`config.mk`:
```
export PLATFORM = sky130hd
export DESIGN_NAME = standby_ctrl
export DESIGN_NICKNAME = d
export VERILOG_FILES = /design/src/rtl/standby_ctrl.sv
export SDC_FILE = /design/constraint.sdc
export NUM_CORES = 1
export LEC_CHECK = 0
export BUFFER_PORTS_ARGS = -buffer_cell sky130_fd_sc_hd__buf_2
export CORE_ASPECT_RATIO = 2
export CORE_MARGIN = 3
export CORE_UTILIZATION = 55
export DETAILED_ROUTE_END_ITERATION = 7
export PLACE_DENSITY = 0.79
export SLEW_MARGIN = 20
export SYNTH_ARGS = -nofsm -noshare
export SYNTH_HDL_FRONTEND = slang
export SYNTH_SLANG_ARGS = --single-unit
```
`constraint.sdc`:
```
create_clock -name clk -period 3.7 [get_ports clk]
set_input_delay 0 -clock clk [delete_from_list [all_inputs] [get_ports clk]]
set_output_delay 0 -clock clk [all_outputs]
set_load 0.02 [all_outputs]
```
`src/rtl/standby_ctrl.sv`:
```
module standby_ctrl #(
  parameter int DW = 8,
  parameter int AW = 2,
  parameter logic [DW-1:0] UNLOCK_KEY = 'hA5,
  parameter int OSC_EXP_BASE = 12,
  parameter int PLL_EXP = 10
) (
  input  logic          clk,
  input  logic          rst_n,
  input  logic          halt_req,
  input  logic          irq_wake,
  input  logic          nmi,
  input  logic          pll_lock,
  input  logic          bus_wr,
  input  logic          bus_rd,
  input  logic [AW-1:0] bus_addr,
  input  logic [DW-1:0] bus_wdata,
  output logic [DW-1:0] bus_rdata,
  output logic          osc_en,
  output logic          pll_en,
  output logic          cpu_clk_en,
  output logic          per_clk_en,
  output logic          clkout_en,
  output logic [1:0]    mode
);
  localparam int OSC_EXP_MAX = OSC_EXP_BASE + 6;
  localparam int CW = ((OSC_EXP_MAX > PLL_EXP) ? OSC_EXP_MAX : PLL_EXP) + 1;
  localparam logic [CW-1:0] ONE = {{(CW-1){1'b0}}, 1'b1};
  localparam logic [CW-1:0] PLL_LOAD = (ONE << PLL_EXP) - ONE;
  localparam logic [CW-1:0] RST_LOAD = (ONE << OSC_EXP_MAX) - ONE;
  localparam logic [AW-1:0] ADDR_KEY = '0;
  localparam logic [AW-1:0] ADDR_CTRL = AW'(1);

  typedef enum logic [2:0] {S_RUN, S_HALT, S_IDLE, S_STOP, S_OSC, S_PLL} st_t;

  st_t           st, st_nxt;
  logic [CW-1:0] cnt, cnt_nxt, osc_load;
  logic          armed, inhibit, pll_wait;
  logic [1:0]    sel;

  wire key_wr  = bus_wr && bus_addr == ADDR_KEY && bus_wdata == UNLOCK_KEY;
  wire ctrl_ok = bus_wr && bus_addr == ADDR_CTRL && armed;
  wire req_idle = ctrl_ok && bus_wdata[1:0] == 2'b01;
  wire req_stop = ctrl_ok && bus_wdata[1:0] == 2'b10;
  wire wake = irq_wake | nmi;

  assign osc_load = (ONE << (OSC_EXP_BASE + 2 * int'(sel))) - ONE;

  always_ff @(posedge clk or negedge rst_n)
    if (!rst_n) begin
      armed    <= 1'b0;
      inhibit  <= 1'b0;
      pll_wait <= 1'b0;
      sel      <= 2'b11;
    end else begin
      if (key_wr) armed <= 1'b1;
      else if (bus_wr || bus_rd) armed <= 1'b0;
      if (ctrl_ok) begin
        inhibit  <= bus_wdata[2];
        sel      <= bus_wdata[4:3];
        pll_wait <= bus_wdata[5];
      end
    end

  always_comb begin
    st_nxt  = st;
    cnt_nxt = cnt;
    case (st)
      S_RUN:
        if (req_stop) st_nxt = S_STOP;
        else if (req_idle) st_nxt = S_IDLE;
        else if (halt_req) st_nxt = S_HALT;
      S_HALT, S_IDLE:
        if (wake) st_nxt = S_RUN;
      S_STOP:
        if (wake) begin
          st_nxt  = S_OSC;
          cnt_nxt = osc_load;
        end
      S_OSC:
        if (cnt == '0) begin
          if (pll_wait) begin
            st_nxt  = S_PLL;
            cnt_nxt = PLL_LOAD;
          end else st_nxt = S_RUN;
        end else cnt_nxt = cnt - ONE;
      S_PLL:
        if (pll_lock || cnt == '0) st_nxt = S_RUN;
        else cnt_nxt = cnt - ONE;
      default: st_nxt = S_RUN;
    endcase
  end

  always_ff @(posedge clk or negedge rst_n)
    if (!rst_n) begin
      st  <= S_OSC;
      cnt <= RST_LOAD;
    end else begin
      st  <= st_nxt;
      cnt <= cnt_nxt;
    end

  assign osc_en     = st != S_STOP;
  assign pll_en     = st != S_STOP && st != S_OSC;
  assign cpu_clk_en = st == S_RUN;
  assign per_clk_en = st == S_RUN || st == S_HALT;
  assign clkout_en  = per_clk_en && !inhibit;
  assign mode       = (st == S_RUN) ? 2'd0 : (st == S_HALT) ? 2'd1 :
                      (st == S_IDLE) ? 2'd2 : 2'd3;
  assign bus_rdata  = (bus_addr == ADDR_CTRL) ? DW'({pll_wait, sel, inhibit, 2'b00}) : '0;
endmodule

```
==> impl_metrics.toml, run 1 <==
[job]
cap_violations = 0

[sta]
fmax_mhz = 327
rsz0062_at_grt = "no"
drv_slew = 0
finalCritPeriodShare_pct = 82.5
hold_viol = 0
tightest_slew_ps = 609
fin_crit_ps = 3050
max_slew_margin_pct = 59.4
tns_ps = 0
skew_ps = 6.86
finalSetupViolCount = 0

[floorplanning]
die_y_um = 85.5
core_um2 = 2980
die-area_um2 = 3910
rows = 28
chipWidth_um = 45.8
pin_count = 33
start_util_pct = 58.4

[setup_path]
reg2reg_setup_slack_ps = 650
cp.required_ps = 3890
start_kind = "register"
r2r_start = "cnt[9]"
critical_path_class = "reg -> reg"
r2r_cells = 5
rr_endpoint = "cnt[2]"
crit_path_end_kind = "register"
setup.worst_path.start = "cnt[9]"
crit_fanout = 15
arrival_ps = 3250

[clock_network]
cts_tree = "done"
cts_inserted_buffers = 3
clock_latency_ps = 280
clk_path_buf_depth = 2
cts_max_level = 1
post-cts-setup-buffer-count = 0
clk_pin_slew_worst_paths_ps = 100
cts.sinks = 27
cts_root_buffer = "clkbuf_8"

[detailed_routing]
drt_wl_total_mm = 4.41
vias = 1608
drt_iter0_drc = 66
drtAntennaViolNets = 0
wl_per_cell_um = 17.8
drc = 0
first_pass_iters = 4
via_per_inst = 6.51

[placement]
gp_congestion = 0.910
placed_area_um2 = 1850
hpwlAfterDp_mm = 3.18
dp_cells = 237
port_buffers = 28

[synthesis]
yosysTopAreaCell = "dfstp_2"
synth_edf_count = 0
syn_area_per_cell_um2 = 9.29
netlist_top_cells_count = "dfstp_2 (21), nor2_1 (20), o21ai_0 (13)"
synth_cell_types = 52
synthArstFlopShare_pct = 100
yosys_warnings = 0
synth.yosys.seq_area_share_pct = 40.4
syn-cell-area_um2 = 1740
synthCells = 187
synth_top_area_share_pct = 31.7
synthFlopType = "dfstp_2"
synth.most_common_cell = "dfstp_2"
synth-seq-cells = 27
synthTopCellsByArea = "dfstp_2 (32%), dfrtp_1 (8.6%), a22o_1 (4.5%), nor2_1 (4.3%), o21ai_0 (3.7%)"

[pwr]
p_leak_uw = 0.000823
vdd_drop_max_mv = 0.251
powerDensity_nw_per_um2 = 304

[hold_path]
min_path_type = "in -> reg"
worstHoldEndpoint = "armed"
min_from = "bus_rd"
worstHoldPathCells = 3

[global_route]
grt_pass1_vias = 1625
grt_usage_pct = 24.2
grt_remaining_overflow = 0
antenna_found_initial = 0
grt_pass1_wl_mm = 7.25
grt_max_degree = 28

[finish]
drive_above_1_share_pct = 30.4
multi_input_comb_area_um2 = 943
ff_latch_area_um2 = 702
stdcell_area_um2 = 1960
diodes = 0
finalNetCount = 238
nFillCells = 239
stdcell_count = 247
area_delta_synth_final_pct = 12.9

[run_status]
status = "complete, no violations"
sequential cells by signal, indices dropped and copies added, names as in the netlist:
register and flops:
armed 1, sel 2, st 3, pll_wait 1, cnt 19, inhibit 1
metal layers:
metal  track usage (%)  wire [µm]  vias to the layer above
met1              27.1       1650                      775
met3              2.94        203                        8
met2              44.5       2470                       58
met5                 0          0                        -
li1                  -          -                      767
met4              8.03         77                        0
how the worst max path moves through the flow:
stage                     cells after the start     end
after floorplan                               9  cnt[7]
after global placement                        6  cnt[6]
after detailed placement                      5  cnt[2]
after CTS                                     5  cnt[2]
after global routing                          5  cnt[2]
final                                         5  cnt[2]
metrics by stage:
| stage | hold slack, ps | power (µW) | utilization, % | setup slack, ps |
|---|---|---|---|---|
| floorplan | -296 | 388 | - | 1110 |
| global placement | 17.2 | 415 | 62.2 | 835 |
| detailed placement | 33.3 | 418 | 62.2 | 673 |
| CTS | 57.1 | 597 | 65.9 | 672 |
| global route | 52.6 | 621 | 65.9 | 438 |
| finish | 61.7 | 596 | 65.9 | 646 |
cell families (layout without fill, tap and decap cells):
group	count (synthesis)	in the layout	synth area share (%)
mux	4	4	2.59
fa+ha+maj	2	2	1.44
flops	27	27	40.4
compound gates	63	63	26.9
xor+xnor	1	1	0.504
simple gates	71	71	22.0
other cells	1	4	0.216
buf+inv	18	45	5.98
cell type report:
cell class,count,share of cell area (%)
Clock inverter,1,0.383
Timing Repair Buffer,35,10.6
Inverter,6,1.15
Multi-Input combinational cell,145,48.1
Tap cell,30,1.91
Clock buffer,3,2.10
Sequential cell,27,35.8
cells in the final DEF, fill, tap and decap left out, types with 4 or more instances in the layout:
cell	count
nor2_1	20
dfstp_2	21
or4_1	5
conb_1	4
nand3_1	4
or3_1	4
o31ai_1	5
mux2_2	4
o41ai_1	4
a22o_1	9
nor4_1	4
nand2_1	6
buf_2	28
inv_1	5
a21oi_1	7
o21ai_0	13
and2_1	4
dfrtp_1	6
dlygate4sd3_1	6
nor3_1	9
where the power goes:
| part | total, µW | internal, µW | switching [µW] |
|---|---|---|---|
| registers | 322 | 304 | 17.2 |
| clock network | 177 | 76.7 | 100 |
| logic | 97.9 | 41.1 | 56.8 |
what timing repair did:
item                      CTS  global route
hold buffers                6             0
resized for setup           0             0
hold endpoints to repair   11             0
critical path, stage by stage, from the launching register on:
cell and delay, ps:
dfstp_2 420, or4_1 660, or4_1 760, o21ai_2 590, nor2_2 200, a311oi_1 330
(Power assumes the default switching activity.)
==> inputs of run 2 (changes only) <==
Settings changed: ABC_AREA set to 1, CORE_UTILIZATION 55 to 51, PLACE_DENSITY 0.79 to 0.76.
Clock period 3.7 ns to 2.65 ns, I/O delays scaled along.
==> run 2 against run 1 <==
  * Hold slack better by 52 ps
  * Combinational power up 150%
  * Design area up 14%
  * Sequential share of layout area down 4.3 points
  * Synthesized cell count up 61%
  * First-iteration DRC count down 32%
  * Die area up 18%
  * Largest cell class unchanged
  * Final cell count up 57%
  * Clock skew down 2.2 ps
  * Clock power up 36%
  * Via count up 22%
  * Largest power group unchanged
==> impl_metrics.toml, run 2 <==
[global_route]
grt_pass1_vias = 2069
grt_remaining_overflow = 0
grt_usage_pct = 23.8
grt_pass1_wl_mm = 8.74
grt_max_degree = 28
antenna_found_initial = 0

[finish]
drive_above_1_share_pct = 19.8
finalNetCount = 360
diodes = 0
reg_top3 = "cnt (19), st (3), sel (2)"
nFillCells = 375
area_delta_synth_final_pct = 14.7
stdcell_area_um2 = 2230
final_cell_mix = "nand2_1 (130), nor2_1 (38), inv_1 (31), buf_2 (28), dfstp_2 (21)"
layout_commonest_cell = "nand2_1"
regMostFlops = "cnt"
largest_register_ffs = 19

[synthesis]
synthCells = 302
synth_cell_types = 28
synth-seq-cells = 27
synth.yosys.seq_area_share_pct = 36.1
synthArstFlopShare_pct = 100
synth_top_area_share_pct = 28.4
netlist_top_cells_count = "nand2_1 (130), nor2_1 (38), inv_1 (31)"
synth.most_common_cell = "nand2_1"
yosys_warnings = 0
syn_area_per_cell_um2 = 6.43
synthFlopType = "dfstp_2"
synth_edf_count = 0
synthTopCellsByArea = "dfstp_2 (28%), nand2_1 (25%), dfrtp_1 (7.7%), nor2_1 (7.3%), inv_1 (6.0%)"
yosysTopAreaCell = "dfstp_2"
syn-cell-area_um2 = 1940

[clock_network]
cts_max_level = 1
clk_path_buf_depth = 2
cts_inserted_buffers = 3
clk_pin_slew_worst_paths_ps = 90
cts_tree = "done"
post-cts-setup-buffer-count = 0
cts.sinks = 27
cts_root_buffer = "clkbuf_8"
clock_latency_ps = 280

[setup_path]
crit_fanout = 19
slowest_stage = "dfstp_2"
crit_buf_inv = 3
cp.required_ps = 2870
cpMostUsedCell = "nand2_2"
r2r_start = "cnt[0]"
cp_top_family = "simple AND/OR/NAND/NOR gates"
path_cells = "inv_1, ha_1, inv_1, nor2_1, nand3_1, nor2_1, nand2_2, nand2_2, nand2_2, inv_2, nor2_4, nand2_1, nand2_1"
reg2reg_setup_slack_ps = 610
start_kind = "register"
critical_path_class = "reg -> reg"
arrival_ps = 2260
cpPeakStageDelay_ps = 540
crit_path_end_kind = "register"
r2r_cells = 13
rr_endpoint = "cnt[7]"

[hold_path]
min_path_type = "in -> reg"
min_from = "pll_lock"
worstHoldPathCells = 5
worstHoldEndpoint = "cnt[0]"

[floorplanning]
core_um2 = 3650
start_util_pct = 53.3
die_y_um = 93.3
die-area_um2 = 4630
pin_count = 33
rows = 31
chipWidth_um = 49.6

[detailed_routing]
drt_iter0_drc = 45
wl_per_cell_um = 12.7
drc = 0
first_pass_iters = 4
vias = 1962
via_per_inst = 5.06
drt_wl_total_mm = 4.94
drtAntennaViolNets = 0

[sta]
tightest_slew_ps = 614
fin_crit_ps = 2040
skew_ps = 4.66
fin_ws_ps = 612
hold_viol = 0
max_slew_margin_pct = 59.1
tns_ps = 0
rsz0062_at_grt = "no"
fin_hold_ws_ps = 113
finalSetupViolCount = 0
finalCritPeriodShare_pct = 76.9
fmax_mhz = 491
drv_slew = 0

[run_status]
status = "complete, no violations"

[placement]
port_buffers = 28
placed_area_um2 = 2100
place_ws_ps = 652
gp_congestion = 0.822
hpwlAfterDp_mm = 3.65

[pwr]
vdd_drop_max_mv = 0.321
powerDensity_nw_per_um2 = 413
p_leak_uw = 0.00121
finalPower_uw = 920

[job]
cap_violations = 0
## run 2: final cells by class
type                            count  area [µm²]  area share [%]
Multi-Input combinational cell    237        1070            47.9
Sequential cell                    27         702            31.5
Timing Repair Buffer               36         220            9.89
Inverter                           35         131            5.90
Tap cell                           49        61.3            2.75
Clock buffer                        4        45.0            2.02
## run 2: metrics by stage
stage | util [%] | std cells
after global routing | 61.1 | 388
after global placement | 57.7 | 376
after CTS | 61.1 | 388
after floorplan | - | 305
after detailed placement | 57.7 | 376
final | 61.1 | 388
## run 2: routing by layer
layer / global-route usage (%) / wire [µm]
met1: 24.1 / 1820
met2: 45.4 / 2790
met3: 3.03 / 179
met4: 12.2 / 148
met5: 0 / 0
## run 2: cell families after synthesis
logic type	after synthesis	share of synthesized area, %
AO/OA/AOI/OAI	13	3.93
XOR/XNOR	7	3.16
adder cells (fa/ha/maj)	2	1.29
buffers and inverters	41	9.47
flip-flops	27	36.1
other	1	0.193
AND/OR/NAND/NOR	211	45.8
## run 2: where the power goes
group / switching (µW) / leakage, µW / internal (µW)
Clock: 133 / 0.0000228 / 108
Sequential: 11.0 / 0.000288 / 425
Combinational: 164 / 0.000898 / 78.2
## run 2: worst max-delay path by stage
stage | start | to | slack [ps] | cells past startpoint
floorplan | cnt[0] | cnt[11] | 900 | 14
global placement | cnt[0] | cnt[3] | 700 | 13
global route | cnt[0] | cnt[12] | 340 | 13
CTS | cnt[0] | cnt[5] | 610 | 13
detailed placement | cnt[0] | cnt[1] | 650 | 13
finish | cnt[0] | cnt[7] | 610 | 13
## run 2: repair_timing
item	CTS	global route
setup endpoints to repair	0	0
hold endpoints to repair	11	0
resized for setup	0	0
hold buffers	8	0
## run 2: worst min-delay path: stages
cell     delay (ps)
buf_2            80
nor3_1           40
nand2_2         100
nand3_1          70
nand2_1          70
